### config.mk
export PLATFORM = sky130hd
export DESIGN_NAME = spi_buf_master
export DESIGN_NICKNAME = d
export VERILOG_FILES = /design/src/rtl/spim_pkg.sv /design/src/rtl/spim_divider.sv /design/src/rtl/spim_engine.sv /design/src/rtl/spi_buf_master.sv
export SDC_FILE = /design/constraint.sdc
export NUM_CORES = 1
export LEC_CHECK = 0
export BUFFER_PORTS_ARGS = -buffer_cell sky130_fd_sc_hd__buf_4
export CORE_UTILIZATION = 25
export DETAILED_ROUTE_END_ITERATION = 10
export GPL_TIMING_DRIVEN = 1
export SYNTH_ARGS = -nofsm -noshare
export SYNTH_HDL_FRONTEND = slang
export SYNTH_SLANG_ARGS = --single-unit
### constraint.sdc
create_clock -name clk -period 5.13 [get_ports clk]
set_clock_uncertainty 0.1 [all_clocks]
set_input_delay 0 -clock clk [delete_from_list [all_inputs] [get_ports clk]]
set_output_delay 0 -clock clk [all_outputs]
set_load 0.005 [all_outputs]
### src/rtl/spim_pkg.sv
package spim_pkg;

  localparam int unsigned WORD_W = 16;
  localparam int unsigned LEN_W  = 4;

  typedef logic [WORD_W-1:0] word_t;
  typedef logic [LEN_W-1:0]  len_t;

  typedef enum logic [1:0] {
    RA_CTRL = 2'd0,
    RA_TXD  = 2'd1,
    RA_RXD  = 2'd2,
    RA_STAT = 2'd3
  } reg_addr_e;

  // Status bit order: bit0 tx empty, bit1 rx full, bit2 end, bit3 overrun
  typedef struct packed {
    logic ovr;
    logic tend;
    logic rbf;
    logic tbe;
  } stat_t;

  // Ones in bits [m1:0]
  function automatic word_t low_mask(len_t m1);
    word_t m;
    for (int i = 0; i < int'(WORD_W); i++) m[i] = (i <= int'(m1));
    return m;
  endfunction

  // Move bit m1 of w to the top of the word so it leaves first
  function automatic word_t msb_align(word_t w, len_t m1);
    len_t sh;
    sh = len_t'(WORD_W - 1) - m1;
    return w << sh;
  endfunction

endpackage

### src/rtl/spim_divider.sv
module spim_divider #(
  parameter int unsigned HALF_W = 8
) (
  input  logic              clk,
  input  logic              rst_n,
  input  logic              run_i,
  input  logic [HALF_W-1:0] half_m1_i,
  output logic              tick_o
);

  logic [HALF_W-1:0] cnt_q;

  assign tick_o = run_i && (cnt_q == half_m1_i);

  always_ff @(posedge clk or negedge rst_n) begin
    if (!rst_n)                cnt_q <= '0;
    else if (!run_i || tick_o) cnt_q <= '0;
    else                       cnt_q <= cnt_q + 1'b1;
  end

  // Counter is parked at zero whenever the engine is idle
  p_idle_parked_r2: assert property (@(posedge clk) disable iff (!rst_n)
    !run_i |=> (cnt_q == '0));

endmodule

### src/rtl/spim_engine.sv
module spim_engine
  import spim_pkg::*;
(
  input  logic  clk,
  input  logic  rst_n,
  input  logic  load_i,
  input  word_t load_word_i,
  input  len_t  load_len_i,
  input  logic  tick_i,
  input  logic  sdi_i,
  output logic  busy_o,
  output logic  sck_o,
  output logic  sdo_o,
  output logic  done_o,
  output word_t rx_word_o
);

  word_t shreg_q;
  len_t  len_q;
  len_t  bitcnt_q;
  logic  sck_q;
  logic  busy_q;
  logic  sdi_q;

  logic  rise_ev;
  logic  fall_ev;
  logic  last_bit;
  word_t shifted;

  assign rise_ev  = busy_q && tick_i && !sck_q;
  assign fall_ev  = busy_q && tick_i && sck_q;
  assign last_bit = (bitcnt_q == len_q);
  assign shifted  = {shreg_q[WORD_W-2:0], sdi_q};

  assign done_o    = fall_ev && last_bit;
  assign rx_word_o = shifted & low_mask(len_q);
  assign busy_o    = busy_q;
  assign sck_o     = sck_q;
  assign sdo_o     = busy_q & shreg_q[WORD_W-1];

  always_ff @(posedge clk or negedge rst_n) begin
    if (!rst_n) begin
      shreg_q  <= '0;
      len_q    <= '0;
      bitcnt_q <= '0;
      sck_q    <= 1'b0;
      busy_q   <= 1'b0;
      sdi_q    <= 1'b0;
    end else if (load_i) begin
      shreg_q  <= msb_align(load_word_i, load_len_i);
      len_q    <= load_len_i;
      bitcnt_q <= '0;
      sck_q    <= 1'b0;
      busy_q   <= 1'b1;
    end else if (rise_ev) begin
      sck_q <= 1'b1;
      sdi_q <= sdi_i;
    end else if (fall_ev) begin
      sck_q   <= 1'b0;
      shreg_q <= shifted;
      if (last_bit) busy_q   <= 1'b0;
      else          bitcnt_q <= bitcnt_q + 1'b1;
    end
  end

  p_sck_idle_low_r2: assert property (@(posedge clk) disable iff (!rst_n)
    !busy_q |-> !sck_q);

  p_bitcnt_bound_r2: assert property (@(posedge clk) disable iff (!rst_n)
    busy_q |-> (bitcnt_q <= len_q));

  p_sdo_steady_high_r3: assert property (@(posedge clk) disable iff (!rst_n)
    sck_q |-> $stable(sdo_o));

endmodule

### src/rtl/spi_buf_master.sv
module spi_buf_master
  import spim_pkg::*;
#(
  parameter int unsigned HALF_W = 8
) (
  input  logic                clk,
  input  logic                rst_n,
  input  logic [1:0]          reg_addr,
  input  logic                reg_wr,
  input  logic [WORD_W-1:0]   reg_wdata,
  input  logic                reg_rd,
  output logic [WORD_W-1:0]   reg_rdata,
  output logic                spi_sck,
  output logic                spi_sdo,
  input  logic                spi_sdi,
  output logic                irq
);

  localparam int unsigned IE_LSB   = LEN_W;
  localparam int unsigned HALF_LSB = 8;

  // control fields
  len_t              cfg_len_q;
  logic [3:0]        cfg_ie_q;
  logic [HALF_W-1:0] cfg_half_q;

  // buffers and flags
  word_t txbuf_q;
  logic  tx_full_q;
  word_t rxbuf_q;
  logic  rbf_q;
  logic  tend_q;
  logic  ovr_q;
  stat_t stat;

  // named internal events
  logic  wr_ctrl, wr_tx, wr_stat, rx_rd;
  logic  load_ev;
  logic  eng_busy, eng_done, tick;
  word_t eng_rx;

  assign wr_ctrl = reg_wr && (reg_addr == RA_CTRL);
  assign wr_tx   = reg_wr && (reg_addr == RA_TXD);
  assign wr_stat = reg_wr && (reg_addr == RA_STAT);
  assign rx_rd   = reg_rd && (reg_addr == RA_RXD);
  assign load_ev = tx_full_q && (!eng_busy || eng_done);

  spim_divider #(.HALF_W(HALF_W)) u_div (
    .clk       (clk),
    .rst_n     (rst_n),
    .run_i     (eng_busy),
    .half_m1_i (cfg_half_q),
    .tick_o    (tick)
  );

  spim_engine u_eng (
    .clk         (clk),
    .rst_n       (rst_n),
    .load_i      (load_ev),
    .load_word_i (txbuf_q),
    .load_len_i  (cfg_len_q),
    .tick_i      (tick),
    .sdi_i       (spi_sdi),
    .busy_o      (eng_busy),
    .sck_o       (spi_sck),
    .sdo_o       (spi_sdo),
    .done_o      (eng_done),
    .rx_word_o   (eng_rx)
  );

  always_ff @(posedge clk or negedge rst_n) begin
    if (!rst_n) begin
      cfg_len_q  <= '0;
      cfg_ie_q   <= '0;
      cfg_half_q <= '0;
    end else if (wr_ctrl) begin
      cfg_len_q  <= reg_wdata[LEN_W-1:0];
      cfg_ie_q   <= reg_wdata[IE_LSB +: 4];
      cfg_half_q <= reg_wdata[HALF_LSB +: HALF_W];
    end
  end

  always_ff @(posedge clk or negedge rst_n) begin
    if (!rst_n) begin
      txbuf_q   <= '0;
      tx_full_q <= 1'b0;
    end else if (load_ev) begin
      tx_full_q <= 1'b0;
    end else if (wr_tx && !tx_full_q) begin
      txbuf_q   <= reg_wdata;
      tx_full_q <= 1'b1;
    end
  end

  always_ff @(posedge clk or negedge rst_n) begin
    if (!rst_n) begin
      rxbuf_q <= '0;
      rbf_q   <= 1'b0;
      ovr_q   <= 1'b0;
      tend_q  <= 1'b0;
    end else begin
      if (eng_done) rxbuf_q <= eng_rx;

      if (eng_done)   rbf_q <= 1'b1;
      else if (rx_rd) rbf_q <= 1'b0;

      if (eng_done && rbf_q && !rx_rd)  ovr_q <= 1'b1;
      else if (wr_stat && reg_wdata[3]) ovr_q <= 1'b0;

      if (eng_done && !tx_full_q)       tend_q <= 1'b1;
      else if (wr_stat && reg_wdata[2]) tend_q <= 1'b0;
    end
  end

  assign stat = '{ovr: ovr_q, tend: tend_q, rbf: rbf_q, tbe: !tx_full_q};
  assign irq  = |(stat & cfg_ie_q);

  always_comb begin
    case (reg_addr)
      RA_CTRL: begin
        reg_rdata = '0;
        reg_rdata[LEN_W-1:0]          = cfg_len_q;
        reg_rdata[IE_LSB +: 4]        = cfg_ie_q;
        reg_rdata[HALF_LSB +: HALF_W] = cfg_half_q;
      end
      RA_RXD:  reg_rdata = rxbuf_q;
      RA_STAT: reg_rdata = {{(WORD_W-4){1'b0}}, stat};
      default: reg_rdata = '0;
    endcase
  end

  p_tbe_after_load_r7: assert property (@(posedge clk) disable iff (!rst_n)
    load_ev |=> stat.tbe);

  p_rbf_after_done_r4: assert property (@(posedge clk) disable iff (!rst_n)
    eng_done |=> rbf_q);

  p_ovr_on_unread_r6: assert property (@(posedge clk) disable iff (!rst_n)
    (eng_done && rbf_q && !rx_rd) |=> ovr_q);

  p_no_ovr_on_collide_r6: assert property (@(posedge clk) disable iff (!rst_n)
    (eng_done && rx_rd && !ovr_q) |=> (!ovr_q && rbf_q));

  p_tend_on_drain_r9: assert property (@(posedge clk) disable iff (!rst_n)
    (eng_done && !tx_full_q) |=> tend_q);

endmodule

==> key figures, run 1 <==
Drt
  – Routed wire length per instance: 16.57 um
  – Final WL: 12.50 mm
  – Remaining routing DRC violations: 0
  – Average via count per standard cell: 4.830
  – Overall via count from detail_route: 3642
  – TritonRoute pass-1 iters: 4
  – Initial detailed-routing violation count: 287
  – Routed Antenna Nets: 0

Place
  – Placement-stage cell area: around 0.0054 mm2
  – Cells after DPL: just over 700
  – Final RePlAce weighted congestion: 0.8191
  – Number of buffers inserted by port buffering: 41
  – Placed wire-length estimate after detailed placement: 9.212 mm

Setup path
  – Ordered list of cells on the worst path: xor2_1 > nor4_1 > nand4_1 > mux2_2
  – Slowest stage cell, crit path: nand4_1
  – Critical path type: reg2reg
  – Reg-to-reg startpoint: u_eng.len_q[3]$_DFFE_PN0N_
  – Worst endpoint required time: 5.25 ns
  – Largest delay share family, worst path: simple AND/OR/NAND/NOR gates
  – Kind of start point of the critical path: flip-flop
  – Total stage count of the critical path: 4
  – Reg2reg path depth: 4
  – Endpoint arrival time on the critical path: ~3.1 ns
  – Reg2reg end: rxbuf_q[0]$_DFFE_PN0P_
  – Launching element of the worst setup path: u_eng.len_q[3]$_DFFE_PN0N_
  – Register-to-register path setup slack: 2.13 ns
  – Buf+Inv Stages, Crit Path: 0
  – Worst Setup End Kind: flip-flop
  – Maximum net fanout on the critical path: 34
  – Critical path's largest stage delay: about 0.94 ns

Cells and area
  – Nets: 514
  – Share of the core filled with cells in the final layout: 0.3109
  – Share of cells above drive strength 1: 0.2551
  – Final cell area excluding filler cells: between 0.005 and 0.006 mm2
  – Area overhead of the layout relative to synthesis: 21.07%
  – Final Instance Count excl. Fillers: 754
  – Number of inserted diodes: 0

Clock tree
  – Number of H-tree levels: 3
  – Number of clock buffers inserted by TritonCTS: 9
  – Number of post-CTS setup repair buffers: 0
  – CTS tree: built
  – Worst-path clk slew: 0.06 ns
  – Worst skew pair latency: 0.34 ns
  – Maximum clock path buffer count: 2
  – Clock sink count: 87
  – Clock root buffer: clkbuf_16

Min path
  – Start point of the worst min-delay path: reg_addr[1]
  – Hold worst-path end: tend_q$_DFFE_PN0P_
  – Worst min-delay path class: in2reg
  – Cell depth of the worst hold path: 4

Logic synthesis
  – Cell area after synthesis: between 0.004 and 0.005 mm2
  – Largest family of logic cells by synthesized area: multiplexers
  – Number of enable-type register cells in the synthesized netlist: 0
  – Multiplexer area fraction after synthesis: 0.2460
  – Post-Synth Simple-Gate Area: 0.1233
  – Number of cells produced by synthesis: around 450
  – Average cell area after synthesis: approximately 11 um2
  – Main synth FF type: dfrtp_1
  – Commonest cells post-synth: 87 x dfrtp_1, 48 x mux2i_1, 43 x nand2_1, 42 x mux2_2, 35 x o21ai_0
  – Compound-Gate Fraction of Synth Area: 0.1062
  – Flops & latches, synth: 87
  – Cell with the most instances after synthesis: dfrtp_1
  – Number of distinct library cells after synthesis: 54
  – Sequential cell area fraction in the yosys report: 0.4487
  – Synthesis warning total: 0
  – Proportion of netlist area held by the largest area contributor: 0.4487
  – Post-Synth XOR/XNOR Area: 0.03765
  – Adder and majority gate portion of the synthesized area: 0.005157
  – Syn Nets: 470
  – Proportion of synthesized flip-flops having asynchronous set or reset: 1.000
  – Library cell occupying the most area in the post-synthesis netlist: dfrtp_1
  – Area contributors post-synth: dfrtp_1 45%, mux2i_1 9.9%, mux2_2 9.7%

Global route
  – GR Util All Layers: 0.1354
  – Leftover overflow at the end of global routing: 0
  – Antenna violations before repair: 0
  – Vias in the first global route: 3723
  – Global-route wire length before repair: 20.75 mm
  – Maximum number of pins on one net before global-route repair: 88

Floorplanning
  – Number of standard-cell rows in the floorplan: 50
  – Count of boundary I/O pins: 42
  – Core area: 0.01889 mm2
  – Die Outline Area: 0.01997 mm2
  – Effective utilization at floorplan: 0.2568
  – Horizontal die dimension: between 100 and 150 um
  – Die Ht: 141.3 um

Power
  – Power density over cell area: approximately 460 mW/mm2
  – Reported leakage power: 2.502 nW
  – Max IR drop VDD: 0.0001787 V

STA
  – Slew headroom: 0.2448
  – Final worst path period share: 0.5843
  – Upper clock frequency limit: 333.6 MHz
  – Hold Worst Slack: ~0.084 ns
  – Final slew viol count: 0
  – Setup repair after global routing missed its margin: no
  – Number of hold violations in the final report: 0
  – Slew of the pin with the lowest slew margin: 1.129 ns
  – Setup tns final: 0 ns
  – Post-layout min period: 2.997 ns
  – Final Setup Violations: 0

Run
  – Number of maximum-capacitance constraint violations: 0

Outcome
  – Run status: finished clean
==> metrics by stage <==
stage | worst slack [ns] | total power, mW
5_1_grt | 1.679 | 2.869
3_5_place_dp | 2.154 | 2.029
4_1_cts | 2.138 | 2.703
2_1_floorplan | 2.865 | 1.755
6_report | 2.133 | 2.691
3_3_place_gp | 2.251 | 1.989
==> power by group <==
| group | leakage [nW] | internal (mW) | switching, mW |
|---|---|---|---|
| sequential | 1.11 | 0.877 | 0.312 |
| clock | 0.140 | 0.391 | 0.268 |
| combinational | 1.25 | 0.461 | 0.382 |
==> worst max-delay path by stage <==
stage	end	slack, ns
after floorplan	u_eng.len_q[0]$_DFFE_PN0N_	2.86
after global placement	rxbuf_q[0]$_DFFE_PN0P_	2.25
after detailed placement	rxbuf_q[0]$_DFFE_PN0P_	2.15
after CTS	rxbuf_q[0]$_DFFE_PN0P_	2.14
after global routing	rxbuf_q[0]$_DFFE_PN0P_	1.68
final	rxbuf_q[0]$_DFFE_PN0P_	2.13
==> routing by layer <==
layer  track usage  vias to the layer above  part of all wire  routed length [um]
met2        0.2087                       76              0.47                5913
met1        0.1840                     1847              0.46                5736
met4       0.04005                        0             0.014                 176
li1              -                     1707                 -                   -
met5             0                        -                 0                   0
met3       0.03814                       12             0.054                 669
==> logic make-up after synthesis <==
logic type / after synthesis
XOR/XNOR: 20
AO/OA/AOI/OAI: 76
multiplexers: 102
buffers and inverters: 36
adder cells (fa/ha/maj): 2
flip-flops: 87
AND/OR/NAND/NOR: 122
==> sequential cells by signal, indices dropped and copies added, names as in the netlist, 4 cells and up <==
register,cells
u_eng.len_q,4
rxbuf_q,16
u_eng.bitcnt_q,4
u_eng.shreg_q,16
cfg_len_q,4
u_div.cnt_q,8
cfg_half_q,8
txbuf_q,16
cfg_ie_q,4
==> tightest hold or removal path, stage by stage <==
cell and delay, ns:
buf_4 0.23, nand4_1 0.13, nand2_1 0.05, o21ai_0 0.06
==> layout make-up <==
type	instances	area, um2
well taps	260	325.3
clock buffers	13	250.2
clock inverters	3	42.54
flip-flops and latches	87	2177
inverters	3	11.26
multi-input cells	322	2520
fillers	1970	13020
repair buffers	66	548.0
==> layout by cell type (no fill, tap or decap), types with 2 or more instances in the layout <==
master,instances
and2_1,3
buf_4,45
nand2_1,43
xor2_1,5
o21ai_0,35
nor4_1,3
mux4_2,8
o2111ai_1,2
dlygate4sd3_1,21
mux2_2,42
nor3_2,2
o22ai_1,2
o211ai_1,5
nand3_1,12
and4_1,2
nor3_1,5
mux2_4,4
dfrtp_1,87
clkbuf_16,9
nor2_1,28
clkbuf_1,3
nand4_1,13
a21o_1,2
inv_1,3
a21oi_1,5
ha_1,2
o21ai_2,6
o31ai_1,4
xnor2_1,14
and3_1,4
mux2i_1,48
o41ai_1,2
==> repair_timing <==
| item | 4_1_cts | 5_1_grt |
|---|---|---|
| hold endpoints to repair | 123 | 0 |
| hold buffers | 21 | 0 |
| resized for setup | 0 | 0 |
Power figures use the tool's default switching activity.
==> run 2: changes to the inputs <==
Clock period 5.13 ns to 3.1 ns, I/O delays scaled along.
==> run 2 against run 1 <==
Combinational power grew 71%. Register-to-register slack lost 1.7 ns. Routed wire length shrank 1.9%. Critical endpoint is now u_eng.len_q[1]$_DFFE_PN0N_. Global-route usage shrank 0.35 points. Clock power grew 53%. Cell count grew 0.40%. Final area grew 0.21%. Flip-flop and latch count is the same. Hold slack lost 0.0087 ns. Sequential power grew 62%. Count of clock-buffer cells in the layout shrank 1. Largest power group unchanged.
==> key figures, run 2 (same netlist as run 1, synthesis figures left out) <==
Outcome
  – Run status: finished clean

Clock tree
  – Number of clock buffers inserted by TritonCTS: 9 (unchanged)
  – CTS tree: built
  – Number of H-tree levels: 3 (unchanged)
  – Number of post-CTS setup repair buffers: 0 (unchanged)
  – Resize count post-CTS: 0 (unchanged)
  – Clock root buffer: clkbuf_16
  – Clock sink count: 87 (unchanged)
  – Worst-path clk slew: 0.06 ns (about the same)
  – Maximum clock path buffer count: 2 (unchanged)
  – Worst skew pair latency: 0.34 ns (about the same)
  – Number of buffers inserted for hold repair after clock tree synthesis: 21 (unchanged)

Drt
  – Average via count per standard cell: 4.824 (-0.12%)
  – Remaining routing DRC violations: 0 (unchanged)
  – TritonRoute pass-1 iters: 5 (+1)
  – Overall via count from detail_route: 3652 (+0.27%)
  – Final WL: 12.26 mm (-1.9%)
  – Routed Antenna Nets: 0 (unchanged)
  – Initial detailed-routing violation count: 246 (-14%)
  – Routed wire length per instance: 16.19 um (-2.3%)

Power
  – Max IR drop VDD: 0.0002757 V (+54%)
  – Reported leakage power: 2.519 nW (+0.67%)
  – Power density over cell area: 744.3 mW/mm2 (+63%)

Cells and area
  – Share of cells above drive strength 1: 0.2636 (+0.008521)
  – Share of the core filled with cells in the final layout: 0.3116 (+0.0006620)
  – Most frequent cells in the layout: 87 x dfrtp_1, 49 x buf_4, 48 x mux2i_1
  – Registers with the highest flip-flop counts: rxbuf_q: 16 flops, txbuf_q: 16 flops, u_eng.shreg_q: 16 flops
  – Area overhead of the layout relative to synthesis: 21.33%
  – Nets: 518 (+0.78%)
  – Number of inserted diodes: 0 (unchanged)
  – Leading cell type in the layout, fill and taps excluded: dfrtp_1
  – Final Instance Count excl. Fillers: 757 (+0.40%)

Place
  – Placed wire-length estimate after detailed placement: 9.102 mm (-1.2%)
  – Number of buffers inserted by port buffering: 41 (unchanged)
  – Cells after DPL: 721 (+0.56%)
  – Final RePlAce weighted congestion: 0.9390 (+15%)
  – Worst setup slack before clock tree synthesis: 0.4412 ns (-1.713 ns)

Setup path
  – Register-to-register path setup slack: 0.41 ns (-1.73 ns)
  – Worst endpoint required time: 3.23 ns (-2.02 ns)
  – Maximum net fanout on the critical path: 17 (-50%)
  – Critical path type: reg2reg
  – Reg2reg end: u_eng.len_q[1]$_DFFE_PN0N_
  – Endpoint arrival time on the critical path: 2.82 ns (-0.29 ns)
  – Reg-to-reg startpoint: u_eng.len_q[3]$_DFFE_PN0N_
  – Kind of start point of the critical path: flip-flop
  – Reg2reg path depth: 5 (+1)
  – Worst Setup End Kind: flip-flop

STA
  – Number of hold violations in the final report: 0 (unchanged)
  – Setup tns final: 0 ns (unchanged)
  – Hold Worst Slack: 0.07561 ns (-0.008674 ns)
  – Setup repair after global routing missed its margin: no
  – Final Setup Violations: 0 (unchanged)
  – Final worst path period share: 0.8693 (+0.2850)
  – Post-layout min period: 2.695 ns (-0.3025 ns)
  – Final slew viol count: 0 (unchanged)
  – Slew headroom: 0.2620 (+0.01715)
  – Upper clock frequency limit: 371.1 MHz (+11%)
  – Slew of the pin with the lowest slew margin: 1.107 ns (-0.02235 ns)
  – Post-layout worst setup margin: 0.4052 ns (-1.727 ns)

Min path
  – Start point of the worst min-delay path: reg_addr[1]
  – Worst min-delay path class: in2reg
  – Hold worst-path end: tend_q$_DFFE_PN0P_
  – Cell depth of the worst hold path: 4 (unchanged)

Floorplanning
  – Die Outline Area: 0.01997 mm2 (unchanged)
  – Number of standard-cell rows in the floorplan: 50 (unchanged)
  – Count of boundary I/O pins: 42 (unchanged)
  – Die Ht: 141.3 um (unchanged)
  – Horizontal die dimension: 141.3 um (unchanged)
  – Core area: 0.01889 mm2 (unchanged)
  – Effective utilization at floorplan: 0.2568 (unchanged)

Global route
  – Leftover overflow at the end of global routing: 0 (unchanged)
  – Maximum number of pins on one net before global-route repair: 88 (unchanged)
  – Antenna violations before repair: 0 (unchanged)
  – GR Util All Layers: 0.1318 (-0.003510)
  – Global-route wire length before repair: 20.22 mm (-2.6%)
  – Vias in the first global route: 3687 (-0.97%)

Run
  – Number of maximum-capacitance constraint violations: 0 (unchanged)
==> run 2: where the power goes <==
| group | switching, mW | internal (mW) | total, mW |
|---|---|---|---|
| logic | 0.670 | 0.774 | 1.44 |
| registers | 0.479 | 1.45 | 1.93 |
| clock network | 0.425 | 0.581 | 1.01 |
| total | 1.57 | 2.81 | 4.38 |
==> run 2: layout make-up <==
cell class              count  area [um2]
repair buffers             70       578.1
clock inverters             3       18.77
inverters                   3       11.26
fillers                  1969       13010
clock buffers              12       256.5
well taps                 260       325.3
flip-flops and latches     87        2177
multi-input cells         322        2520
==> run 2: per-layer routing <==
layer,up-vias,routed length (um),GRT usage
li1,1716,-,-
met1,1830,5787,0.1785
met2,88,5761,0.2084
met3,18,492,0.02902
met4,0,214,0.04348
met5,-,0,0
==> run 2: worst max-delay path by stage <==
stage / start / end / slack [ns] / cells after the start
CTS: u_eng.len_q[3]$_DFFE_PN0N_ / u_eng.len_q[2]$_DFFE_PN0N_ / 0.42 / 5
global route: u_eng.len_q[3]$_DFFE_PN0N_ / u_eng.shreg_q[9]$_DFFE_PN0P_ / 0.33 / 5
global placement: u_eng.len_q[3]$_DFFE_PN0N_ / u_eng.len_q[2]$_DFFE_PN0N_ / 0.54 / 5
detailed placement: u_eng.len_q[3]$_DFFE_PN0N_ / u_eng.len_q[1]$_DFFE_PN0N_ / 0.44 / 5
finish: u_eng.len_q[3]$_DFFE_PN0N_ / u_eng.len_q[1]$_DFFE_PN0N_ / 0.41 / 5
floorplan: u_eng.len_q[0]$_DFFE_PN0N_ / u_eng.len_q[0]$_DFFE_PN0N_ / 0.83 / 6
==> run 2: per-stage QoR <==
step	power [mW]	instance area, um2
2_1_floorplan	2.904	4852
3_3_place_gp	3.314	5401
3_5_place_dp	3.362	5401
4_1_cts	4.413	5887
5_1_grt	4.673	5887
6_report	4.382	5887
==> run 2: critical path, stage by stage (launching register included) <==
cell and delay (ns):
dfrtp_1 0.65, xor2_1 0.20, or4_4 0.57, o41a_4 0.41
nor2_8 0.30, mux2_4 0.34
